## config.mk

```make
export PLATFORM = sky130hd
export DESIGN_NAME = strm_ctl_reg
export DESIGN_NICKNAME = d
export VERILOG_FILES = /design/src/rtl/strm_ctl_pkg.sv /design/src/rtl/strm_ctl_hs.sv /design/src/rtl/strm_ctl_sts.sv /design/src/rtl/strm_ctl_reg.sv
export SDC_FILE = /design/constraint.sdc
export NUM_CORES = 1
export LEC_CHECK = 0
export ABC_CLOCK_PERIOD_IN_PS = 4600
export CAP_MARGIN = 25
export CORE_MARGIN = 1
export CORE_UTILIZATION = 36
export CTS_CLUSTER_SIZE = 30
export DETAILED_ROUTE_END_ITERATION = 6
export GPL_ROUTABILITY_DRIVEN = 0
export PLACE_DENSITY = 0.86
export SLEW_MARGIN = 20
export SYNTH_ARGS = -nofsm -noshare
export SYNTH_HDL_FRONTEND = slang
export SYNTH_HIERARCHICAL = 1
export SYNTH_SLANG_ARGS = --single-unit
```

## constraint.sdc

```tcl
create_clock -name clk -period 4.6 [get_ports clk]
set_input_delay 0.92 -clock clk [delete_from_list [all_inputs] [get_ports clk]]
set_output_delay 0.92 -clock clk [all_outputs]
set_load 0.005 [all_outputs]
```

## src/rtl/strm_ctl_pkg.sv

```systemverilog
package strm_ctl_pkg;

    localparam int CTL_W     = 32;
    localparam int STS_N     = 3;
    localparam int BIT_SRST  = 0;
    localparam int BIT_RUN   = 1;
    localparam int BIT_EN_LO = 2;
    localparam int BIT_PRIO  = 18;
    localparam int BIT_TAG   = 20;

    typedef enum logic [1:0] {
        RS_NORM  = 2'd0,
        RS_ENTER = 2'd1,
        RS_IN    = 2'd2,
        RS_EXIT  = 2'd3
    } rst_state_e;

endpackage

```

## src/rtl/strm_ctl_hs.sv

```systemverilog
module strm_ctl_hs
    import strm_ctl_pkg::*;
#(
    parameter bit OUT_STREAM = 1'b1
) (
    input  logic clk,
    input  logic rst_n,
    input  logic wr_ctl,
    input  logic wr_run,
    input  logic wr_srst,
    input  logic dma_idle,
    input  logic ssync_hold,
    input  logic rst_done,
    input  logic strm_ready,
    output logic run_rd,
    output logic srst_rd,
    output logic enter_done,
    output logic dma_run,
    output logic cad_rst,
    output logic strm_rst
);

    typedef struct packed {
        rst_state_e st;
        logic       run_req;
        logic       run_rd;
        logic       cad;
    } hs_t;

    hs_t hs_d, hs_q;

    always_comb begin
        hs_d       = hs_q;
        hs_d.cad   = 1'b0;
        enter_done = 1'b0;
        case (hs_q.st)
            RS_NORM: begin
                if (wr_ctl) begin
                    hs_d.run_req = wr_run;
                    if (wr_run) begin
                        hs_d.run_rd = 1'b1;
                        hs_d.cad    = OUT_STREAM && !hs_q.run_req;
                    end
                    if (wr_srst && !wr_run && !hs_q.run_rd) begin
                        hs_d.st = RS_ENTER;
                    end
                end
            end
            RS_ENTER: begin
                if (rst_done) begin
                    hs_d.st    = RS_IN;
                    enter_done = 1'b1;
                end
            end
            RS_IN: begin
                if (wr_ctl && !wr_srst) begin
                    hs_d.st = RS_EXIT;
                end
            end
            RS_EXIT: begin
                if (strm_ready) begin
                    hs_d.st = RS_NORM;
                end
            end
            default: hs_d.st = RS_NORM;
        endcase
        if (!hs_d.run_req && hs_q.run_rd && !hs_q.run_req && dma_idle) begin
            hs_d.run_rd = 1'b0;
        end
    end

    always_ff @(posedge clk or negedge rst_n) begin
        if (!rst_n) begin
            hs_q <= '{st: RS_NORM, run_req: 1'b0, run_rd: 1'b0, cad: 1'b0};
        end else begin
            hs_q <= hs_d;
        end
    end

    assign run_rd   = hs_q.run_rd;
    assign srst_rd  = (hs_q.st == RS_IN) || (hs_q.st == RS_EXIT);
    assign dma_run  = hs_q.run_req && !ssync_hold;
    assign cad_rst  = hs_q.cad;
    assign strm_rst = (hs_q.st == RS_ENTER) || (hs_q.st == RS_IN);

    assert_stop_hold_R8: assert property (@(posedge clk) disable iff (!rst_n)
        (!hs_q.run_req && hs_q.run_rd && !dma_idle) |=> run_rd);
    assert_dma_gate_R7: assert property (@(posedge clk) disable iff (!rst_n)
        dma_run |-> run_rd);
    assert_cad_pulse_R9: assert property (@(posedge clk) disable iff (!rst_n)
        cad_rst |=> !cad_rst);
    assert_rst_ignored_R12: assert property (@(posedge clk) disable iff (!rst_n)
        (wr_ctl && wr_srst && run_rd && hs_q.st == RS_NORM) |=> (hs_q.st == RS_NORM));
    assert_srst_norun_R10: assert property (@(posedge clk) disable iff (!rst_n)
        srst_rd |-> !run_rd);

endmodule

```

## src/rtl/strm_ctl_sts.sv

```systemverilog
module strm_ctl_sts #(
    parameter int N = 3
) (
    input  logic         clk,
    input  logic         rst_n,
    input  logic [N-1:0] ev,
    input  logic         w1c_en,
    input  logic [N-1:0] w1c_mask,
    input  logic         clr,
    input  logic [N-1:0] en,
    output logic [N-1:0] sts,
    output logic         irq
);

    logic [N-1:0] sts_d, sts_q;

    always_comb begin
        sts_d = sts_q;
        if (w1c_en) begin
            sts_d = sts_d & ~w1c_mask;
        end
        sts_d = sts_d | ev;
        if (clr) begin
            sts_d = '0;
        end
    end

    always_ff @(posedge clk or negedge rst_n) begin
        if (!rst_n) begin
            sts_q <= '0;
        end else begin
            sts_q <= sts_d;
        end
    end

    assign sts = sts_q;
    assign irq = |(sts_q & en);

    generate
        for (genvar i = 0; i < N; i++) begin : g_chk
            assert_event_sets_R4: assert property (@(posedge clk) disable iff (!rst_n)
                (ev[i] && !clr) |=> sts[i]);
        end
    endgenerate

    assert_irq_source_R6: assert property (@(posedge clk) disable iff (!rst_n)
        irq |-> ($countones(sts) > 0));
    assert_clear_R13: assert property (@(posedge clk) disable iff (!rst_n)
        clr |=> (sts == '0));

endmodule

```

## src/rtl/strm_ctl_reg.sv

```systemverilog
module strm_ctl_reg
    import strm_ctl_pkg::*;
#(
    parameter int TAG_W      = 4,
    parameter bit OUT_STREAM = 1'b1
) (
    input  logic        clk,
    input  logic        rst_n,
    input  logic        reg_sel,
    input  logic        wr_en,
    input  logic [31:0] wr_data,
    output logic [31:0] rd_data,
    input  logic        dma_idle,
    input  logic        ssync_hold,
    input  logic        rst_done,
    input  logic        strm_ready,
    input  logic        ev_ioc,
    input  logic        ev_fifo_err,
    input  logic        ev_desc_err,
    output logic        dma_run,
    output logic        cad_rst,
    output logic        strm_rst,
    output logic        irq
);

    typedef struct packed {
        logic [TAG_W-1:0] tag;
        logic [STS_N-1:0] en;
    } fld_t;

    fld_t fld_d, fld_q;

    logic             wr_ctl, wr_sts;
    logic             run_rd, srst_rd, enter_done;
    logic [STS_N-1:0] sts;
    logic [STS_N-1:0] ev_vec;

    assign wr_ctl = wr_en && !reg_sel;
    assign wr_sts = wr_en && reg_sel;
    assign ev_vec = {ev_desc_err, ev_fifo_err, ev_ioc};

    strm_ctl_hs #(.OUT_STREAM(OUT_STREAM)) u_hs (
        .clk        (clk),
        .rst_n      (rst_n),
        .wr_ctl     (wr_ctl),
        .wr_run     (wr_data[BIT_RUN]),
        .wr_srst    (wr_data[BIT_SRST]),
        .dma_idle   (dma_idle),
        .ssync_hold (ssync_hold),
        .rst_done   (rst_done),
        .strm_ready (strm_ready),
        .run_rd     (run_rd),
        .srst_rd    (srst_rd),
        .enter_done (enter_done),
        .dma_run    (dma_run),
        .cad_rst    (cad_rst),
        .strm_rst   (strm_rst)
    );

    strm_ctl_sts #(.N(STS_N)) u_sts (
        .clk      (clk),
        .rst_n    (rst_n),
        .ev       (ev_vec),
        .w1c_en   (wr_sts),
        .w1c_mask (wr_data[BIT_EN_LO +: STS_N]),
        .clr      (enter_done || srst_rd),
        .en       (fld_q.en),
        .sts      (sts),
        .irq      (irq)
    );

    always_comb begin
        fld_d = fld_q;
        if (wr_ctl && !srst_rd) begin
            fld_d.tag = wr_data[BIT_TAG +: TAG_W];
            fld_d.en  = wr_data[BIT_EN_LO +: STS_N];
        end
        if (enter_done || srst_rd) begin
            fld_d = '0;
        end
    end

    always_ff @(posedge clk or negedge rst_n) begin
        if (!rst_n) begin
            fld_q <= '0;
        end else begin
            fld_q <= fld_d;
        end
    end

    always_comb begin
        rd_data = '0;
        if (reg_sel) begin
            rd_data[BIT_EN_LO +: STS_N] = sts;
        end else begin
            rd_data[BIT_TAG +: TAG_W]    = fld_q.tag;
            rd_data[BIT_PRIO]            = 1'b1;
            rd_data[BIT_EN_LO +: STS_N]  = fld_q.en;
            rd_data[BIT_RUN]             = run_rd;
            rd_data[BIT_SRST]            = srst_rd;
        end
    end

    assert_locked_R13: assert property (@(posedge clk) disable iff (!rst_n)
        srst_rd |=> (fld_q == '0));
    assert_enter_clear_R10: assert property (@(posedge clk) disable iff (!rst_n)
        enter_done |=> (srst_rd && fld_q == '0 && sts == '0));
    assert_exit_rstdrop_R11: assert property (@(posedge clk) disable iff (!rst_n)
        (srst_rd && !strm_rst) |-> !dma_run);

endmodule

```

After elaboration in Yosys (flattened, before gate mapping)
Cells that the tools add are included.
- register bits: 15
- input port bits: 43
- output and inout port bits: 36
- word-level logic and storage cells: 67
- equality and inequality tests: 8
- muxes and demuxes: 19
- bitwise logic cells: 4
- reduce and logical (&&, ||, !) cells: 29
- operators with widths (kind ; count):
    $mux W7 ; 2
    $mux W2 ; 6
    $mux W3 ; 4
    $logic_and A1 B1 Y1 ; 10
    $logic_not A1 Y1 ; 8
    $pmux W2 S4 ; 1
    $reduce_bool A2 Y1 ; 4
    $and A3 B3 Y3 ; 2
    $ne A2 B1 Y1 const B ; 3
    $mux W5 ; 1
    $reduce_and A5 Y1 ; 1
    $eq A2 B2 Y1 const B ; 2
    $mux W1 ; 4
    $mux W4 ; 1
    $ne A2 B2 Y1 const B ; 2
    $logic_or A1 B1 Y1 ; 3
    $not A3 Y3 ; 1
    $or A3 B3 Y3 ; 1
    $reduce_and A3 Y1 ; 1
    $reduce_or A3 Y1 ; 1
    $eq A2 B1 Y1 const B ; 1
    $logic_not A2 Y1 ; 1

Logic depth before layout (Yosys ltp)
Gate-level depths: netlist of the first run.
- word-level depth: 12
- gate-level depth with buffers: 7

Hierarchy
Netlist of the first run, hierarchy kept.
- modules (own cells, without submodules) (module ; times used ; cells each ; area each (um^2) ; sequential area each (um^2)):
    strm_ctl_reg ; 1 ; 68 ; 591.8 ; 175.2
    strm_ctl_hs ; 1 ; 33 ; 320.3 ; 125.1
    strm_ctl_sts ; 1 ; 14 ; 137.6 ; 75.1

Least setup slack after synthesis of the first run
OpenSTA, ideal clock, no wires.
- path type: in2out
- start: in reg_sel
- end: out rd_data[2]
- arrival time: 1.385 ns
- path slack: 2.295 ns
- stages on the path: 2
- path buffers: 1
- path through: buf_4 > mux2_2
- longest elaborated chain between the ends: 1
- RTL lines (what ; line ; source):
    from (decl) ; strm_ctl_reg.sv:9 ; input logic reg_sel,
    $mux W3 ; strm_ctl_reg.sv:93 ; if (reg_sel) begin
    to (decl) ; strm_ctl_reg.sv:12 ; output logic [31:0] rd_data,
Every way passes these cells.

Worst setup path in the final report of the first run
- start: in reg_sel
- end: out rd_data[3]
Same word-level chain as after synthesis.

==> results of run 1 <==
-- how the worst max path moves through the flow --
stage | to | slack, ns
after floorplan | rd_data[2] | 2.30
after global placement | rd_data[3] | 1.17
after detailed placement | rd_data[3] | 1.15
after CTS | rd_data[3] | 1.15
after global routing | rd_data[3] | 1.10
final | rd_data[3] | 1.19
-- per-layer routing --
metal	GRT usage [%]	vias up	wire length, µm
li1	-	395	-
met1	16.5	379	896
met2	23.8	38	1030
met3	2.79	2	126
met4	5.92	0	17
met5	0	-	0
-- logic make-up after synthesis --
family	count (synthesis)	share of synthesized area [%]
and+or+nand+nor	38	17.5
DFF	15	35.8
other	1	0.357
muxes	6	6.55
AOI/OAI and AO/OA	14	11.4
buffers and inverters	36	22.4
adders and majority gates	5	5.96
-- layout by cell type, fill, tap and decap left out, types with 2 or more instances in the layout --
master / Yosys / final
sky130_fd_sc_hd__mux2i_1: 2 / 2
sky130_fd_sc_hd__a311oi_1: 3 / 3
sky130_fd_sc_hd__nor2_1: 4 / 4
sky130_fd_sc_hd__a21oi_2: 7 / 7
sky130_fd_sc_hd__conb_1: 1 / 22
sky130_fd_sc_hd__nand2_1: 20 / 20
sky130_fd_sc_hd__inv_1: 10 / 10
sky130_fd_sc_hd__clkdlybuf4s50_1: 0 / 33
sky130_fd_sc_hd__and2_1: 2 / 2
sky130_fd_sc_hd__nor2b_1: 7 / 7
sky130_fd_sc_hd__dfrtp_1: 15 / 15
sky130_fd_sc_hd__ha_1: 5 / 5
sky130_fd_sc_hd__a222oi_1: 2 / 2
sky130_fd_sc_hd__mux2_2: 3 / 3
sky130_fd_sc_hd__clkbuf_4: 0 / 3
-- stage by stage --
stage / area, µm² / setup slack [ns]
after global routing: 1340 / 1.10
after global placement: 1310 / 1.17
after CTS: 1340 / 1.15
final: 1340 / 1.19
after floorplan: 1130 / 2.30
after detailed placement: 1310 / 1.15
-- layout make-up --
| type | instances | share of cell area, % |
|---|---|---|
| well taps | 31 | 2.91 |
| inverters | 11 | 3.47 |
| multi-input cells | 85 | 38.8 |
| flip-flops and latches | 15 | 28.1 |
| repair buffers | 33 | 24.7 |
| clock buffers | 4 | 1.97 |
-- power breakdown --
part / switching (mW) / internal, mW / total [mW]
Clock: 0.0420 / 0.0336 / 0.0756
Sequential: 0.0340 / 0.177 / 0.211
Combinational: 0.132 / 0.164 / 0.296
-- sequential cells by signal (all words and copies together), names as in the netlist --
signal        cells
u_hs/run_rd       1
u_sts/sts         3
u_hs/cad_rst      1
u_hs/hs_q         3
fld_q             7
==> flow_summary.html, run 1 <==
<table>
<tr><th>Metric</th><th>Value</th></tr>
<tr><th colspan="2">Min path</th></tr>
<tr><td>Hold EP</td><td>u_hs/cad_rst</td></tr>
<tr><td>Hold Crit Depth</td><td>1</td></tr>
<tr><td>Hold path startpoint</td><td>u_hs/hs_q[2]</td></tr>
<tr><td>Type of the most critical hold path</td><td>reg2reg</td></tr>
<tr><th colspan="2">Critical path</th></tr>
<tr><td>Reg-to-reg critical path startpoint</td><td>u_hs/hs_q[3]</td></tr>
<tr><td>WP data required</td><td>3.68 ns</td></tr>
<tr><td>Critical path origin</td><td>reg_sel</td></tr>
<tr><td>Master of the slowest instance on the critical path</td><td>sky130_fd_sc_hd__clkdlybuf4s50_1</td></tr>
<tr><td>Worst setup EP type</td><td>output pin</td></tr>
<tr><td>Crit path launch type</td><td>primary input</td></tr>
<tr><td>Cells on worst reg2reg path</td><td>5</td></tr>
<tr><td>Cell chain of the critical path</td><td>clkdlybuf4s50_1, mux2_2, clkdlybuf4s50_1</td></tr>
<tr><td>Cell count along the critical path</td><td>3</td></tr>
<tr><td>Critical path fanouts, max</td><td>12</td></tr>
<tr><td>Worst Path Class, Setup</td><td>in2out</td></tr>
<tr><td>Arrival time reported for the critical path endpoint</td><td>approximately 2.5 ns</td></tr>
<tr><td>Setup slack of the worst register-to-register path</td><td>2.73 ns</td></tr>
<tr><td>Capture instance of the worst register-to-register path</td><td>u_sts/sts[2]</td></tr>
<tr><td>Worst path most repeated cell</td><td>sky130_fd_sc_hd__clkdlybuf4s50_1</td></tr>
<tr><td>Cell type group with the largest total delay on the critical path</td><td>buffers and inverters</td></tr>
<tr><td>CP peak stage delay</td><td>~0.74 ns</td></tr>
<tr><td>Crit path buffers/inverters</td><td>2</td></tr>
<tr><th colspan="2">Final layout</th></tr>
<tr><td>Finished Layout Cells</td><td>179</td></tr>
<tr><td>Area growth from synthesis to layout</td><td>27.2%</td></tr>
<tr><td>Number of diodes</td><td>0</td></tr>
<tr><td>Area of combinational cells with multiple inputs</td><td>roughly 520 µm²</td></tr>
<tr><td>Total Nets Final</td><td>197</td></tr>
<tr><td>Storage element area</td><td>375 µm²</td></tr>
<tr><td>Layout cell share with drive strength beyond 1</td><td>11.5%</td></tr>
<tr><td>Filler Cell Count</td><td>272</td></tr>
<tr><td>Final core utilization</td><td>around half</td></tr>
<tr><th colspan="2">Clock network</th></tr>
<tr><td>Post-CTS Hold Fix Bufs</td><td>0</td></tr>
<tr><td>Cts repair resizes</td><td>0</td></tr>
<tr><td>Clock tree from TritonCTS</td><td>built</td></tr>
<tr><td># H-tree levels</td><td>1</td></tr>
<tr><td>Num Clock Sinks</td><td>15</td></tr>
<tr><td>Clk slew on worst S/H paths</td><td>0.09 ns</td></tr>
<tr><td>Number of buffers inserted during clock tree synthesis</td><td>3</td></tr>
<tr><td>Clock Latency Late Sink</td><td>between 0.2 and 0.3 ns</td></tr>
<tr><td>Buffers inserted during post-CTS setup optimization</td><td>0</td></tr>
<tr><td>Buffer type at the clock tree root</td><td>sky130_fd_sc_hd__clkbuf_4</td></tr>
<tr><td>Number of buffers on the longest clock path</td><td>2</td></tr>
<tr><th colspan="2">Synthesis</th></tr>
<tr><td>Cells after synthesis</td><td>115</td></tr>
<tr><td>Commonest cells post-synth</td><td>sky130_fd_sc_hd__buf_4 (23), sky130_fd_sc_hd__nand2_1 (20), sky130_fd_sc_hd__dfrtp_1 (15)</td></tr>
<tr><td>Proportion of synthesized flip-flops having asynchronous set or reset</td><td>100%</td></tr>
<tr><td>Register area share after synthesis</td><td>35.8%</td></tr>
<tr><td>Most numerous cell in the Yosys netlist</td><td>sky130_fd_sc_hd__buf_4</td></tr>
<tr><td>Cell type with the largest total area after synthesis</td><td>sky130_fd_sc_hd__dfrtp_1</td></tr>
<tr><td>Synth top area share</td><td>35.8%</td></tr>
<tr><td>Synthesized area divided by synthesized cell count</td><td>approximately 9.1 µm²</td></tr>
<tr><td>Number of synthesized flops with an enable pin</td><td>0</td></tr>
<tr><td>Cell area after synthesis</td><td>0.00105 mm²</td></tr>
<tr><td>Register bit total from synthesis</td><td>15</td></tr>
<tr><td>Flip-flop cell with the highest count after synthesis</td><td>sky130_fd_sc_hd__dfrtp_1</td></tr>
<tr><td>Syn. warnings</td><td>6</td></tr>
<tr><td>Ranking of synthesized cells by area</td><td>sky130_fd_sc_hd__dfrtp_1 (36%), sky130_fd_sc_hd__buf_4 (16%), sky130_fd_sc_hd__nand2_1 (7.2%), sky130_fd_sc_hd__ha_1 (6.0%), sky130_fd_sc_hd__a21oi_2 (5.8%)</td></tr>
<tr><td>Count of different cell masters after synthesis</td><td>25</td></tr>
<tr><th colspan="2">Timing</th></tr>
<tr><td>Slew Limit Headroom</td><td>a little over half</td></tr>
<tr><td>Setup repair after global routing missed its margin</td><td>no</td></tr>
<tr><td>Slew @ Worst Pin</td><td>roughly 0.70 ns</td></tr>
<tr><td>Worst clock skew</td><td>0.00486 ns</td></tr>
<tr><td>Final critical-path required period</td><td>approximately 3.4 ns</td></tr>
<tr><td>Setup violations, final</td><td>0</td></tr>
<tr><td>Final worst path period share</td><td>74.2%</td></tr>
<tr><td>Slew Viols, Final</td><td>0</td></tr>
<tr><td>Min Hold Slack</td><td>0.494 ns</td></tr>
<tr><td>Fin. Hold Viols</td><td>0</td></tr>
<tr><td>Highest attainable clock frequency</td><td>slightly below 300 MHz</td></tr>
<tr><td>Sum Neg Setup Slack</td><td>0 ns</td></tr>
<tr><th colspan="2">Floorplanning</th></tr>
<tr><td>Die Ht</td><td>about 56 µm</td></tr>
<tr><td>DIE WIDTH</td><td>56 µm</td></tr>
<tr><td>Number of top-level design ports</td><td>79</td></tr>
<tr><td>Initial Util</td><td>38.1%</td></tr>
<tr><td>Core footprint</td><td>0.00276 mm²</td></tr>
<tr><td>Overall die area</td><td>~0.0031 mm²</td></tr>
<tr><td>Cell Rows</td><td>19</td></tr>
<tr><th colspan="2">Placement</th></tr>
<tr><td>IO Port Bufs</td><td>33</td></tr>
<tr><td>Final HPWL from detailed placement</td><td>about 1600 µm</td></tr>
<tr><td>Cell count after placement</td><td>175</td></tr>
<tr><th colspan="2">Route</th></tr>
<tr><td>Vias per std cell</td><td>~4.5</td></tr>
<tr><td>Number of violations reported at the end of detailed-routing iteration 0</td><td>21</td></tr>
<tr><td>Post-detailed-route DRC marker count</td><td>0</td></tr>
<tr><td>Overall via count from detail_route</td><td>814</td></tr>
<tr><td>Total Wirelength</td><td>2070 µm</td></tr>
<tr><td>Routed wire length per instance</td><td>~12 µm</td></tr>
<tr><td>Antenna Nets Post-Route</td><td>0</td></tr>
<tr><td>Pre-Repair DR Iteration Count</td><td>6</td></tr>
<tr><th colspan="2">Status</th></tr>
<tr><td>Run status</td><td>finished clean</td></tr>
<tr><th colspan="2">Pwr</th></tr>
<tr><td>Static Leakage</td><td>0.643 nW</td></tr>
<tr><td>IR drop worst, VDD</td><td>roughly 0.00031 V</td></tr>
<tr><td>Power density relative to cell area</td><td>436 mW/mm²</td></tr>
<tr><td>Overall power of the completed layout</td><td>583 µW</td></tr>
<tr><th colspan="2">Global route</th></tr>
<tr><td>Remaining Overflow, GRT</td><td>0</td></tr>
<tr><td>Maximum number of pins on one net before global-route repair</td><td>16</td></tr>
<tr><td>Initial antenna violation count</td><td>0</td></tr>
<tr><td>Vias in the first global route</td><td>746</td></tr>
<tr><td>First-pass GRT wire length</td><td>around 3400 µm</td></tr>
<tr><td>All-Layer GR Usage</td><td>13.8%</td></tr>
<tr><th colspan="2">Flow run</th></tr>
<tr><td>Reported max-cap violation count</td><td>0</td></tr>
</table>
Note: power is estimated with default switching activity, not from simulation.
==> run 2: changes to the inputs <==
--- a/config.mk
+++ b/config.mk
@@ -5,14 +5,14 @@
 export SDC_FILE = /design/constraint.sdc
 export NUM_CORES = 1
 export LEC_CHECK = 0
-export ABC_CLOCK_PERIOD_IN_PS = 4600
+export ABC_CLOCK_PERIOD_IN_PS = 3500
 export CAP_MARGIN = 25
 export CORE_MARGIN = 1
-export CORE_UTILIZATION = 36
+export CORE_UTILIZATION = 34
 export CTS_CLUSTER_SIZE = 30
 export DETAILED_ROUTE_END_ITERATION = 6
 export GPL_ROUTABILITY_DRIVEN = 0
-export PLACE_DENSITY = 0.86
+export PLACE_DENSITY = 0.82
 export SLEW_MARGIN = 20
 export SYNTH_ARGS = -nofsm -noshare
 export SYNTH_HDL_FRONTEND = slang
==> constraint.sdc (replaced) <==
create_clock -name clk -period 3.5 [get_ports clk]
set_input_delay 0.7 -clock clk [delete_from_list [all_inputs] [get_ports clk]]
set_output_delay 0.7 -clock clk [all_outputs]
set_load 0.005 [all_outputs]
==> flow_summary.html, run 2 (synthesized netlist as in run 1, its figures left out) <==
<table>
<tr><th>Metric</th><th>Value</th></tr>
<tr><th colspan="2">Critical path</th></tr>
<tr><td>Crit path buffers/inverters</td><td>2 (unchanged)</td></tr>
<tr><td>Critical path origin</td><td>reg_sel</td></tr>
<tr><td>Cells on worst reg2reg path</td><td>5 (unchanged)</td></tr>
<tr><td>Setup slack of the worst register-to-register path</td><td>1.60 ns (-1.13 ns)</td></tr>
<tr><td>Critical path fanouts, max</td><td>12 (unchanged)</td></tr>
<tr><td>Reg-to-reg critical path startpoint</td><td>u_hs/hs_q[3]</td></tr>
<tr><td>Cell type group with the largest total delay on the critical path</td><td>buffers and inverters</td></tr>
<tr><td>Cell chain of the critical path</td><td>clkdlybuf4s50_1, mux2_2, clkdlybuf4s50_1</td></tr>
<tr><td>Arrival time reported for the critical path endpoint</td><td>2.30 ns (-0.19 ns)</td></tr>
<tr><td>WP data required</td><td>2.80 ns (-0.88 ns)</td></tr>
<tr><td>CP peak stage delay</td><td>0.75 ns (about the same)</td></tr>
<tr><td>End of the critical path</td><td>rd_data[2]</td></tr>
<tr><td>Worst path most repeated cell</td><td>sky130_fd_sc_hd__clkdlybuf4s50_1</td></tr>
<tr><td>Worst setup EP type</td><td>output pin</td></tr>
<tr><td>Crit path launch type</td><td>primary input</td></tr>
<tr><td>Master of the slowest instance on the critical path</td><td>sky130_fd_sc_hd__clkdlybuf4s50_1</td></tr>
<tr><td>Worst Path Class, Setup</td><td>in2out</td></tr>
<tr><td>Capture instance of the worst register-to-register path</td><td>u_sts/sts[2]</td></tr>
<tr><td>Cell count along the critical path</td><td>3 (unchanged)</td></tr>
<tr><th colspan="2">Global route</th></tr>
<tr><td>Maximum number of pins on one net before global-route repair</td><td>16 (unchanged)</td></tr>
<tr><td>All-Layer GR Usage</td><td>13.8% (-0.015 points)</td></tr>
<tr><td>Vias in the first global route</td><td>793 (+6.3%)</td></tr>
<tr><td>First-pass GRT wire length</td><td>3420 µm (+2.1%)</td></tr>
<tr><td>Initial antenna violation count</td><td>0 (unchanged)</td></tr>
<tr><td>Remaining Overflow, GRT</td><td>0 (unchanged)</td></tr>
<tr><th colspan="2">Timing</th></tr>
<tr><td>Fin. Hold Viols</td><td>0 (unchanged)</td></tr>
<tr><td>Final critical-path required period</td><td>3.00 ns</td></tr>
<tr><td>Slew @ Worst Pin</td><td>0.677 ns (-0.0214 ns)</td></tr>
<tr><td>Final worst path period share</td><td>85.6%</td></tr>
<tr><td>Worst clock skew</td><td>0.00253 ns (-0.00233 ns)</td></tr>
<tr><td>Slew Limit Headroom</td><td>54.7% (+1.4 points)</td></tr>
<tr><td>Highest attainable clock frequency</td><td>~330 MHz</td></tr>
<tr><td>Sum Neg Setup Slack</td><td>0 ns (unchanged)</td></tr>
<tr><td>Setup repair after global routing missed its margin</td><td>no</td></tr>
<tr><td>Slew Viols, Final</td><td>0 (unchanged)</td></tr>
<tr><td>Setup violations, final</td><td>0 (unchanged)</td></tr>
<tr><th colspan="2">Floorplanning</th></tr>
<tr><td>Overall die area</td><td>0.00331 mm² (+5.7%)</td></tr>
<tr><td>Die Ht</td><td>57.6 µm (+2.8%)</td></tr>
<tr><td>Initial Util</td><td>37.1% (-0.96 points)</td></tr>
<tr><td>DIE WIDTH</td><td>57.6 µm (+2.8%)</td></tr>
<tr><td>Cell Rows</td><td>19 (unchanged)</td></tr>
<tr><td>Number of top-level design ports</td><td>79 (unchanged)</td></tr>
<tr><td>Core footprint</td><td>0.00283 mm² (+2.6%)</td></tr>
<tr><th colspan="2">Route</th></tr>
<tr><td>Detailed route wirelength on metal3</td><td>184 µm (+46%)</td></tr>
<tr><td>Routed wire length per instance</td><td>12.0 µm (+3.4%)</td></tr>
<tr><td>Total Wirelength</td><td>2150 µm (+3.4%)</td></tr>
<tr><td>Number of violations reported at the end of detailed-routing iteration 0</td><td>16 (-24%)</td></tr>
<tr><td>Overall via count from detail_route</td><td>803 (-1.4%)</td></tr>
<tr><td>M1 wire length</td><td>836 µm (-6.7%)</td></tr>
<tr><td>Max layer used</td><td>met3</td></tr>
<tr><td>Routed wire length on met2</td><td>1120 µm (+8.7%)</td></tr>
<tr><td>Antenna Nets Post-Route</td><td>0 (unchanged)</td></tr>
<tr><td>Vias per std cell</td><td>4.49 (-1.4%)</td></tr>
<tr><td>Post-detailed-route DRC marker count</td><td>5 (+5)</td></tr>
<tr><td>Pre-Repair DR Iteration Count</td><td>7 (+1)</td></tr>
<tr><th colspan="2">Placement</th></tr>
<tr><td>Cell count after placement</td><td>175 (unchanged)</td></tr>
<tr><td>IO Port Bufs</td><td>33 (unchanged)</td></tr>
<tr><td>Final HPWL from detailed placement</td><td>1650 µm (+4.1%)</td></tr>
<tr><th colspan="2">Pwr</th></tr>
<tr><td>IR drop worst, VDD</td><td>0.000353 V (+13%)</td></tr>
<tr><td>Overall power of the completed layout</td><td>774 µW (+33%)</td></tr>
<tr><td>Power density relative to cell area</td><td>580 mW/mm² (+33%)</td></tr>
<tr><td>Static Leakage</td><td>0.643 nW (unchanged)</td></tr>
<tr><th colspan="2">Final layout</th></tr>
<tr><td>Top library cells by usage in the layout, fill and taps aside</td><td>sky130_fd_sc_hd__clkdlybuf4s50_1 (33), sky130_fd_sc_hd__conb_1 (22), sky130_fd_sc_hd__nand2_1 (20)</td></tr>
<tr><td>Final core utilization</td><td>47.2% (-1.2 points)</td></tr>
<tr><td>Flip-flop count of the largest register, all copies and words added</td><td>7 (unchanged)</td></tr>
<tr><td>Area growth from synthesis to layout</td><td>27.2% (unchanged)</td></tr>
<tr><td>Number of diodes</td><td>0 (unchanged)</td></tr>
<tr><td>Finished Layout Cells</td><td>179 (unchanged)</td></tr>
<tr><td>Layout cell share with drive strength beyond 1</td><td>11.5% (unchanged)</td></tr>
<tr><td>Filler Cell Count</td><td>265 (-2.6%)</td></tr>
<tr><td>Biggest register</td><td>fld_q</td></tr>
<tr><td>Total Nets Final</td><td>197 (unchanged)</td></tr>
<tr><td>Commonest non-fill, non-tap cell in the layout</td><td>sky130_fd_sc_hd__clkdlybuf4s50_1</td></tr>
<tr><th colspan="2">Clock network</th></tr>
<tr><td>Number of buffers on the longest clock path</td><td>2 (unchanged)</td></tr>
<tr><td># H-tree levels</td><td>1 (unchanged)</td></tr>
<tr><td>Buffers inserted during post-CTS setup optimization</td><td>0 (unchanged)</td></tr>
<tr><td>Cts repair resizes</td><td>0 (unchanged)</td></tr>
<tr><td>Number of buffers inserted during clock tree synthesis</td><td>3 (unchanged)</td></tr>
<tr><td>Clock Latency Late Sink</td><td>0.28 ns (about the same)</td></tr>
<tr><td>Buffer type at the clock tree root</td><td>sky130_fd_sc_hd__clkbuf_4</td></tr>
<tr><td>Clock tree from TritonCTS</td><td>built</td></tr>
<tr><td>Post-CTS Hold Fix Bufs</td><td>0 (unchanged)</td></tr>
<tr><td>Clk slew on worst S/H paths</td><td>0.09 ns (about the same)</td></tr>
<tr><td>Num Clock Sinks</td><td>15 (unchanged)</td></tr>
<tr><th colspan="2">Status</th></tr>
<tr><td>Failing checks</td><td>design-rule violations</td></tr>
<tr><td>Run status</td><td>finished with violations</td></tr>
<tr><th colspan="2">Min path</th></tr>
<tr><td>Type of the most critical hold path</td><td>reg2reg</td></tr>
<tr><th colspan="2">Flow run</th></tr>
<tr><td>Reported max-cap violation count</td><td>0 (unchanged)</td></tr>
</table>
==> run 2: cell counts in the layout (fill, tap and decap cells not counted) <==
Identical to the previous run, type by type.
==> run 2: power by group <==
group	total (mW)	internal, mW	switching, mW
Clock	0.0999	0.0442	0.0556
Sequential	0.277	0.232	0.0442
Combinational	0.398	0.216	0.182
Total	0.774	0.493	0.282
==> run 2: stage by stage <==
| stage | area [µm²] | hold WS, ns | setup WS, ns |
|---|---|---|---|
| global route | 1340 | 0.511 | 0.433 |
| floorplan | 1130 | 0.404 | 1.64 |
| detailed placement | 1310 | 0.460 | 0.506 |
| finish | 1340 | 0.475 | 0.503 |
| global placement | 1310 | 0.457 | 0.498 |
| CTS | 1340 | 0.475 | 0.502 |
==> run 2: worst reg2reg max path: cells and delay by family, from the launching register on <==
family / cells / cell delay, ns
and+or+nand+nor: 2 / 0.71
DFF: 1 / 0.39
AOI/OAI and AO/OA: 1 / 0.36
adders and majority gates: 1 / 0.24
buffers and inverters: 1 / 0.10
==> run 2: per-layer routing <==
layer | GRT usage, % | vias to the layer above
met5 | 0 | -
met3 | 6.58 | 0
met4 | 4.53 | 0
met2 | 24.3 | 37
met1 | 14.3 | 377
li1 | - | 389
==> run 2: how the worst min path moves through the flow <==
stage                 startpoint            to  slack [ns]  cells after the start
finish              u_hs/hs_q[2]  u_hs/cad_rst        0.48                      1
global route        u_hs/hs_q[2]  u_hs/cad_rst        0.51                      1
CTS                 u_hs/hs_q[2]  u_hs/cad_rst        0.48                      1
detailed placement  u_hs/hs_q[2]  u_hs/cad_rst        0.46                      1
global placement    u_hs/hs_q[2]  u_hs/cad_rst        0.46                      1
floorplan                  rst_n      fld_q[0]        0.40                      0
==> run 2: area by class of cell <==
class | count | area [µm²] | share of cell area, %
Tap cell | 31 | 38.8 | 2.91
Multi-Input combinational cell | 85 | 518 | 38.8
Inverter | 11 | 46.3 | 3.47
Timing Repair Buffer | 33 | 330 | 24.7
Sequential cell | 15 | 375 | 28.1
Clock buffer | 4 | 26.3 | 1.97
